$ cat config.mk
export PLATFORM = sky130hd
export DESIGN_NAME = edge_flag_unit
export DESIGN_NICKNAME = d
export VERILOG_FILES = /design/src/rtl/epu_pkg.sv /design/src/rtl/epu_ctrl.sv /design/src/rtl/epu_datapath.sv /design/src/rtl/edge_flag_unit.sv
export SDC_FILE = /design/constraint.sdc
export NUM_CORES = 1
export LEC_CHECK = 0
export ABC_AREA = 1
export CORE_MARGIN = 2
export CORE_UTILIZATION = 25
export DETAILED_ROUTE_END_ITERATION = 7
export PLACE_DENSITY_LB_ADDON = 0.15
export RECOVER_POWER = 50
export SLEW_MARGIN = 20
export SYNTH_ARGS = -nofsm -noshare
export SYNTH_HDL_FRONTEND = slang
export SYNTH_SLANG_ARGS = --single-unit
$ cat constraint.sdc
create_clock -name clk -period 2.6 [get_ports clk]
set_clock_uncertainty 0.2 [all_clocks]
set_input_delay 0.52 -clock clk [delete_from_list [all_inputs] [get_ports clk]]
set_output_delay 0.52 -clock clk [all_outputs]
set_load 0.02 [all_outputs]
$ cat src/rtl/epu_pkg.sv
package epu_pkg;
  typedef enum logic [1:0] {
    SENSE_LEVEL = 2'b00,
    SENSE_RISE  = 2'b01,
    SENSE_FALL  = 2'b10,
    SENSE_BOTH  = 2'b11
  } sense_e;

  typedef struct packed {
    logic rdPins;
    logic rdFlags;
    logic clrFlags;
  } strobe_t;
endpackage

$ cat src/rtl/epu_ctrl.sv
module epu_ctrl
  import epu_pkg::*;
#(
  parameter int ADDR_W   = 3,
  parameter int PIN_OFS  = 5,
  parameter int FLAG_OFS = 6
) (
  input  logic              clk,
  input  logic              rst_n,
  input  logic              busSel,
  input  logic              busWrite,
  input  logic [ADDR_W-1:0] busAddr,
  output strobe_t           strobe,
  output logic              busReady
);
  localparam logic [ADDR_W-1:0] PinAddr  = ADDR_W'(PIN_OFS);
  localparam logic [ADDR_W-1:0] FlagAddr = ADDR_W'(FLAG_OFS);

  logic readyQ;

  always_comb begin
    strobe.rdPins   = busSel && !busWrite && (busAddr == PinAddr);
    strobe.rdFlags  = busSel && !busWrite && (busAddr == FlagAddr);
    strobe.clrFlags = busSel &&  busWrite && (busAddr == FlagAddr);
  end

  always_ff @(posedge clk or negedge rst_n) begin
    if (!rst_n) readyQ <= 1'b0;
    else        readyQ <= busSel;
  end

  assign busReady = readyQ;

  // every access completes in the next cycle
  assert_ready_follows_R2: assert property (@(posedge clk) disable iff (!rst_n)
    busSel |=> busReady);
  assert_ready_needs_access_R2: assert property (@(posedge clk) disable iff (!rst_n)
    !busSel |=> !busReady);
endmodule

$ cat src/rtl/epu_datapath.sv
module epu_datapath
  import epu_pkg::*;
#(
  parameter int PIN_CNT = 7,
  parameter int REG_W   = 8
) (
  input  logic               clk,
  input  logic               rst_n,
  input  logic [PIN_CNT-1:0] extPin,
  input  logic [2*PIN_CNT-1:0] senseCfg,
  input  logic [PIN_CNT-1:0] irqEnable,
  input  strobe_t            strobe,
  input  logic [REG_W-1:0]   busWdata,
  output logic [REG_W-1:0]   busRdata,
  output logic [PIN_CNT-1:0] irqReq
);
  logic [PIN_CNT-1:0] syncA, syncB, prevB;
  logic [PIN_CNT-1:0] flagQ, edgeHit, clrMask, levelMode;
  logic [REG_W-1:0]   pinWord, flagWord, rdataQ;
  logic               unusedWdata;

  assign unusedWdata = busWdata[0];

  // Synchroniser and history; deliberately free of reset
  always_ff @(posedge clk) begin
    syncA <= extPin;
    syncB <= syncA;
    prevB <= syncB;
  end

  assign clrMask = strobe.clrFlags ? busWdata[PIN_CNT:1] : '0;

  for (genvar i = 0; i < PIN_CNT; i++) begin : gPin
    sense_e mode;
    logic   rise, fall;
    assign mode = sense_e'(senseCfg[2*i +: 2]);
    assign rise = syncB[i] & ~prevB[i];
    assign fall = ~syncB[i] & prevB[i];
    assign levelMode[i] = (mode == SENSE_LEVEL);

    always_comb begin
      unique case (mode)
        SENSE_RISE: edgeHit[i] = rise;
        SENSE_FALL: edgeHit[i] = fall;
        SENSE_BOTH: edgeHit[i] = rise | fall;
        default:    edgeHit[i] = 1'b0;
      endcase
    end

    // Set dominates clear
    always_ff @(posedge clk or negedge rst_n) begin
      if (!rst_n) flagQ[i] <= 1'b0;
      else        flagQ[i] <= (flagQ[i] & ~clrMask[i]) | edgeHit[i];
    end

    assign irqReq[i] = irqEnable[i] & (levelMode[i] ? ~syncB[i] : flagQ[i]);

    assert_level_no_flag_R8: assert property (@(posedge clk) disable iff (!rst_n)
      (levelMode[i] && !flagQ[i]) |=> !flagQ[i]);
    assert_flag_sticky_R9: assert property (@(posedge clk) disable iff (!rst_n)
      (flagQ[i] && !clrMask[i]) |=> flagQ[i]);
    assert_clear_works_R9: assert property (@(posedge clk) disable iff (!rst_n)
      (clrMask[i] && !edgeHit[i]) |=> !flagQ[i]);
    assert_set_wins_R10: assert property (@(posedge clk) disable iff (!rst_n)
      edgeHit[i] |=> flagQ[i]);
    assert_irq_disabled_R11: assert property (@(posedge clk) disable iff (!rst_n)
      !irqEnable[i] |-> !irqReq[i]);
  end

  always_comb begin
    pinWord  = '0;
    flagWord = '0;
    pinWord[PIN_CNT:1]  = syncB;
    flagWord[PIN_CNT:1] = flagQ;
  end

  always_ff @(posedge clk or negedge rst_n) begin
    if (!rst_n)              rdataQ <= '0;
    else if (strobe.rdPins)  rdataQ <= pinWord;
    else if (strobe.rdFlags) rdataQ <= flagWord;
    else                     rdataQ <= '0;
  end

  assign busRdata = rdataQ;

  assert_reserved_zero_R4: assert property (@(posedge clk) disable iff (!rst_n)
    !busRdata[0]);
endmodule

$ cat src/rtl/edge_flag_unit.sv
module edge_flag_unit
  import epu_pkg::*;
#(
  parameter int PIN_CNT  = 7,
  parameter int REG_W    = 8,
  parameter int ADDR_W   = 3,
  parameter int PIN_OFS  = 5,
  parameter int FLAG_OFS = 6
) (
  input  logic                 clk,
  input  logic                 rst_n,
  input  logic [PIN_CNT-1:0]   extPin,
  input  logic [2*PIN_CNT-1:0] senseCfg,
  input  logic [PIN_CNT-1:0]   irqEnable,
  input  logic                 busSel,
  input  logic                 busWrite,
  input  logic [ADDR_W-1:0]    busAddr,
  input  logic [REG_W-1:0]     busWdata,
  output logic [REG_W-1:0]     busRdata,
  output logic                 busReady,
  output logic [PIN_CNT-1:0]   irqReq
);
  strobe_t strobe;

  epu_ctrl #(
    .ADDR_W(ADDR_W), .PIN_OFS(PIN_OFS), .FLAG_OFS(FLAG_OFS)
  ) u_ctrl (
    .clk(clk), .rst_n(rst_n), .busSel(busSel), .busWrite(busWrite),
    .busAddr(busAddr), .strobe(strobe), .busReady(busReady)
  );

  epu_datapath #(
    .PIN_CNT(PIN_CNT), .REG_W(REG_W)
  ) u_dp (
    .clk(clk), .rst_n(rst_n), .extPin(extPin), .senseCfg(senseCfg),
    .irqEnable(irqEnable), .strobe(strobe), .busWdata(busWdata),
    .busRdata(busRdata), .irqReq(irqReq)
  );
endmodule

==> results_dict.tcl, run 1 <==
set metrics [dict create \
    syn_to_final_growth_pct 53.9 \
    finalMaxSlewViolations 0 \
    core_mm2 0.00592 \
    tightest_slew_ns 0.723 \
    post_cts_buffers 0 \
    gr-total-overflow 0 \
    clock.fmax_mhz 428 \
    crit_arrival_ns 1.62 \
    drtIter0Drc 80 \
    antenna_left 0 \
    cts.sinks 36 \
    antennaDiodeCount 0 \
    hold_viol 0 \
    critPathMaxFanout 2 \
    path_cells "clkdlybuf4s50_1 -> nor2_1 -> o21ai_0 -> a21oi_1 -> dlygate4sd2_1" \
    ios 59 \
    die_h_um 82.2 \
    firstDrtPassIters 4 \
    rsz0062_at_grt "false" \
    num_vias 1340 \
    drv_cap 0 \
    ir_drop_mv 0.191 \
    max-slew-margin-rel_pct 51.6 \
    finalSetupTns_ns 0 \
    grt_max_degree 16 \
    place.gp.congestion 0.715 \
    cp-start-kind "input pin" \
    htreeDepth 2 \
    syn_nets 232 \
    cpLargestDelayFamily "buffers and inverters" \
    end_kind "output pin" \
    path_buf_inv 2 \
    clk_latency_ns 0.29 \
    drc_errors 0 \
    die_w_um 82.2 \
    synth_area_leaders "dfxtp_1 (27%), dfrtp_1 (25%), nand2_1 (13%), ha_1 (11%), inv_1 (5.6%)" \
    hold_class "reg -> reg" \
    synth_top_area_share_pct 27.5 \
    cts.clk_slew.worst_paths_ns 0.08 \
    synth_cell_types 17 \
    syn_area_mm2 0.00153 \
    wire_per_inst_um 10.2 \
    holdWs_ns 0.118 \
    holdPathStages 0 \
    clockBufferDepth 2 \
    via_per_inst 4.10 \
    setup_violations 0 \
    utilization_pct 39.8 \
    worst-setup-path-type "in -> out" \
    portBuffers 56 \
    crit_required_ns 1.88 \
    yosysTopAreaCell "dfxtp_1" \
    max_stage_delay_ns 0.41 \
    nNetsFinal 308 \
    status "completed" \
    cpMaxStageDelayCell "clkdlybuf4s50_1" \
    p_per_area_mw_per_mm2 491 \
    drive_gt1_share_pct 9.92 \
    period_minus_slack_ns 2.34 \
    p_leak_nw 1.14 \
    grt_pass1_vias 1232 \
    synth-warning-count 0 \
    num_rows 28 \
    cts_root_buf "clkbuf_8" \
    synth_seq_area_share_pct 52.0 \
    antenna_found_initial 0 \
    fillers 622 \
    wirelength_um 3340 \
    worst-r2r-cell-count 5 \
    grt_pass1_wl_um 5470 \
    layout_commonest_cell "nand2_1" \
    period_share_pct 89.9 \
    avgSynthCellArea_um2 8.74 \
    crit_cells 5 \
    track_usage_pct 11.0 \
    mostFrequentLayoutCells "nand2_1 (51), clkdlybuf4s50_1 (40), inv_1 (23)" \
    initial_utilization_pct 25.8 \
    fp.dieArea_mm2 0.00676 \
    dp_hpwl_um 2540 \
    ys_seq_elements 36 \
    numCtsBuffers 5 \
    multi_input_area_um2 637 \
    cts_tree "done" \
    ctsHoldBuffers 0 \
    seq_area_um2 796 \
    syn_inst 175 \
]
-- worst reg2reg max path, cell delays in order, from the launching register on --
cell      delay (ns)
dfxtp_1         0.34
inv_1           0.05
ha_1            0.27
nand3_1         0.06
o211ai_1        0.10
nand2_1         0.08
-- cell families (layout without fill, tap and decap cells) --
group / Yosys count / after routing / synth area share, %
buffers and inverters: 25 / 102 / 6.38
and+or+nand+nor: 78 / 78 / 21.9
other: 1 / 1 / 0.245
DFF: 36 / 36 / 52.0
AOI/OAI and AO/OA: 21 / 21 / 8.01
adders and majority gates: 14 / 14 / 11.4
-- metrics by stage --
step,instances,instance area (µm²),setup WS [ns],power [mW]
2_1_floorplan,175,1530,0.829,0.673
3_3_place_gp,319,2280,-0.0262,0.799
3_5_place_dp,319,2280,-0.0268,0.801
4_1_cts,327,2350,0.254,1.18
5_1_grt,327,2350,0.153,1.23
6_report,327,2350,0.262,1.16
-- power breakdown --
part | internal (mW) | switching, mW | total (mW)
registers | 0.580 | 0.0158 | 0.595
logic | 0.104 | 0.0775 | 0.182
clock network | 0.188 | 0.192 | 0.380
-- registers in the layout (all words and copies together) (netlist names) --
name / flops
u_dp.prevB: 7
u_dp.busRdata: 7
u_dp.syncA: 7
u_dp.flagQ: 7
u_ctrl.busReady: 1
u_dp.syncB: 7
-- path summary, 6_finish.rpt --
| path | from | slack, ns | end |
|---|---|---|---|
| worst max-delay path | senseCfg[4] | 0.26 | irqReq[2] |
| worst min-delay path | u_dp.syncA[0] | 0.12 | u_dp.syncB[0] |
| worst max register to register | u_dp.prevB[0] | 1.38 | u_dp.flagQ[0] |
| worst min register to register | u_dp.syncA[0] | 0.12 | u_dp.syncB[0] |
| max in group asynchronous | rst_n | 1.21 | u_dp.busRdata[4] |
| min in group asynchronous | rst_n | 0.52 | u_dp.flagQ[1] |
-- routing by layer --
metal	part of all wire, %	track usage [%]
met5	0	0
met4	1.6	4.00
met3	8.5	3.80
met2	44	17.6
met1	46	13.6
-- cell usage after synthesis --
cell type,number
ha_1,14
nor2_2,1
a21oi_1,7
dfxtp_1,21
nor2_4,2
conb_1,1
nand3b_1,1
inv_1,23
o211ai_1,7
inv_2,1
nor2_1,7
nand3_1,15
nand2_2,1
dfrtp_1,15
o21ai_0,7
nand2_1,51
buf_4,1
-- layout make-up --
class | instances | area share [%]
multi-input combinational | 114 | 27.0
sequential | 36 | 33.8
tap | 75 | 3.99
clock inverter | 1 | 0.213
timing repair buffer | 70 | 27.9
inverter | 24 | 3.83
clock buffer | 7 | 3.24
-- what timing repair did --
action / 4_1_cts / 5_1_grt
hold endpoints to repair: 0 / 0
endpoints found under the setup margin: 7 / 0
resized for setup: 7 / 0
(Power assumes the default switching activity.)
==> run 2, diff against run 1 <==
--- a/config.mk
+++ b/config.mk
@@ -7,8 +7,9 @@
 export LEC_CHECK = 0
 export ABC_AREA = 1
 export CORE_MARGIN = 2
-export CORE_UTILIZATION = 25
+export CORE_UTILIZATION = 46
 export DETAILED_ROUTE_END_ITERATION = 7
+export GPL_TIMING_DRIVEN = 0
 export PLACE_DENSITY_LB_ADDON = 0.15
 export RECOVER_POWER = 50
 export SLEW_MARGIN = 20
==> results_dict.tcl, run 2 (synthesis gave the netlist of run 1 again) <==
set metrics [dict create \
    nNetsFinal 295 \
    firstDrtPassIters 4 \
    die_w_um 61.7 \
    utilization_pct 71.1 \
    drv_cap 0 \
    setup_ws_ns 0.189 \
    post_cts_buffers 0 \
    fp.dieArea_mm2 0.00380 \
    cpLargestDelayFamily "buffers and inverters" \
    drtIter0Drc 36 \
    core_mm2 0.00310 \
    setup_violations 0 \
    clock.fmax_mhz 415 \
    p_sw_mw 0.267 \
    end_kind "output pin" \
    period_minus_slack_ns 2.41 \
    finalSetupTns_ns 0 \
    finalMaxSlewViolations 0 \
    cpMaxStageDelayCell "clkdlybuf4s50_1" \
    hold_viol 0 \
    worst-setup-path-type "in -> out" \
    antennaDiodeCount 0 \
    path_buf_inv 2 \
    ir_drop_mv 0.424 \
    syn_to_final_growth_pct 44.2 \
    place.gp.congestion 0.772 \
    grt_max_degree 16 \
    max-slew-margin-rel_pct 57.0 \
    period_share_pct 92.7 \
    pwr-share-clk_pct 30.2 \
    num_rows 20 \
    antenna_left 0 \
    wirelength_um 3300 \
    via_per_inst 4.67 \
    grt_pass1_wl_um 5150 \
    crit_arrival_ns 1.69 \
    drc_errors 0 \
    num_vias 1323 \
    htreeDepth 2 \
    power_frac_comb_pct 15.6 \
    cts_resized 7 \
    crit_required_ns 1.88 \
    path_cells "clkdlybuf4s50_1 -> nor2_1 -> o21ai_0 -> a21oi_1 -> dlygate4sd2_1" \
    clk_latency_ns 0.33 \
    hold_class "reg -> reg" \
    cts.clk_slew.worst_paths_ns 0.10 \
    critPathMaxFanout 4 \
    p_leak_nw 1.08 \
    clockBufferDepth 2 \
    initial_utilization_pct 49.3 \
    cts.sinks 36 \
    cts_root_buf "clkbuf_4" \
    tightest_slew_ns 0.643 \
    track_usage_pct 19.2 \
    grt_pass1_vias 1253 \
    ios 59 \
    numCtsBuffers 5 \
    cts_tree "done" \
    layout_commonest_cell "nand2_1" \
    max_stage_delay_ns 0.47 \
    antenna_found_initial 0 \
    pre_cts_ws_ns -0.0842 \
    seqPwrFrac_pct 54.2 \
    status "completed" \
    dp_hpwl_um 2620 \
    gr-total-overflow 0 \
    die_h_um 61.7 \
    wire_per_inst_um 11.7 \
    cp-start-kind "input pin" \
    p_per_area_mw_per_mm2 498 \
    portBuffers 56 \
    ctsHoldBuffers 0 \
    rsz0062_at_grt "false" \
    drive_gt1_share_pct 5.44 \
    mostFrequentLayoutCells "nand2_1 (51), clkdlybuf4s50_1 (40), inv_1 (23)" \
    p_int_mw 0.831 \
    swShare_pct 24.3 \
]
==> run 2: layer usage <==
layer / vias up / routed length (µm) / GRT usage [%]
li1: 685 / - / -
met1: 595 / 1320 / 19.8
met2: 41 / 1740 / 36.2
met3: 2 / 231 / 6.72
met4: 0 / 13 / 5.47
met5: - / 0 / 0
==> run 2: per-stage QoR <==
step	instances	area [µm²]	power, mW	hold WS (ns)
6_report	283	2210	1.10	0.135
3_5_place_dp	275	2150	0.788	0.112
5_1_grt	283	2210	1.16	0.141
2_1_floorplan	175	1530	0.673	0.0244
4_1_cts	283	2210	1.11	0.135
3_3_place_gp	275	2150	0.779	0.112
==> run 2: area by class of cell <==
| type | count | area [µm²] |
|---|---|---|
| timing repair buffer | 56 | 552 |
| buffer | 1 | 7.51 |
| tap | 44 | 55.1 |
| inverter | 24 | 90.1 |
| sequential | 36 | 796 |
| fill | 274 | 897 |
| multi-input combinational | 114 | 637 |
| clock buffer | 8 | 68.8 |
==> run 2: final timing paths <==
check,start,end,slack (ns),depth (start not counted)
max reg2reg,u_dp.syncB[0],u_dp.flagQ[0],1.36,4
min reg2reg,u_dp.syncA[5],u_dp.syncB[5],0.14,0
min in group asynchronous,rst_n,u_dp.busRdata[2],0.44,1
max in group asynchronous,rst_n,u_dp.flagQ[5],1.35,1
min,u_dp.syncA[5],u_dp.syncB[5],0.14,0
max,senseCfg[12],irqReq[6],0.19,5
==> run 2: power groups by stage <==
stage / Sequential (mW) / Clock [mW] / Combinational [mW]
global route: 0.598 / 0.369 / 0.190
detailed placement: 0.607 / 0 / 0.181
floorplan: 0.607 / 0 / 0.0653
CTS: 0.595 / 0.340 / 0.176
finish: 0.595 / 0.332 / 0.171
global placement: 0.605 / 0 / 0.174
==> run 2: worst register-to-register path, stage by stage, from the launching register on <==
cell,delay [ns]
dfxtp_1,0.43
inv_1,0.07
ha_1,0.18
o211ai_1,0.19
nand2_1,0.08
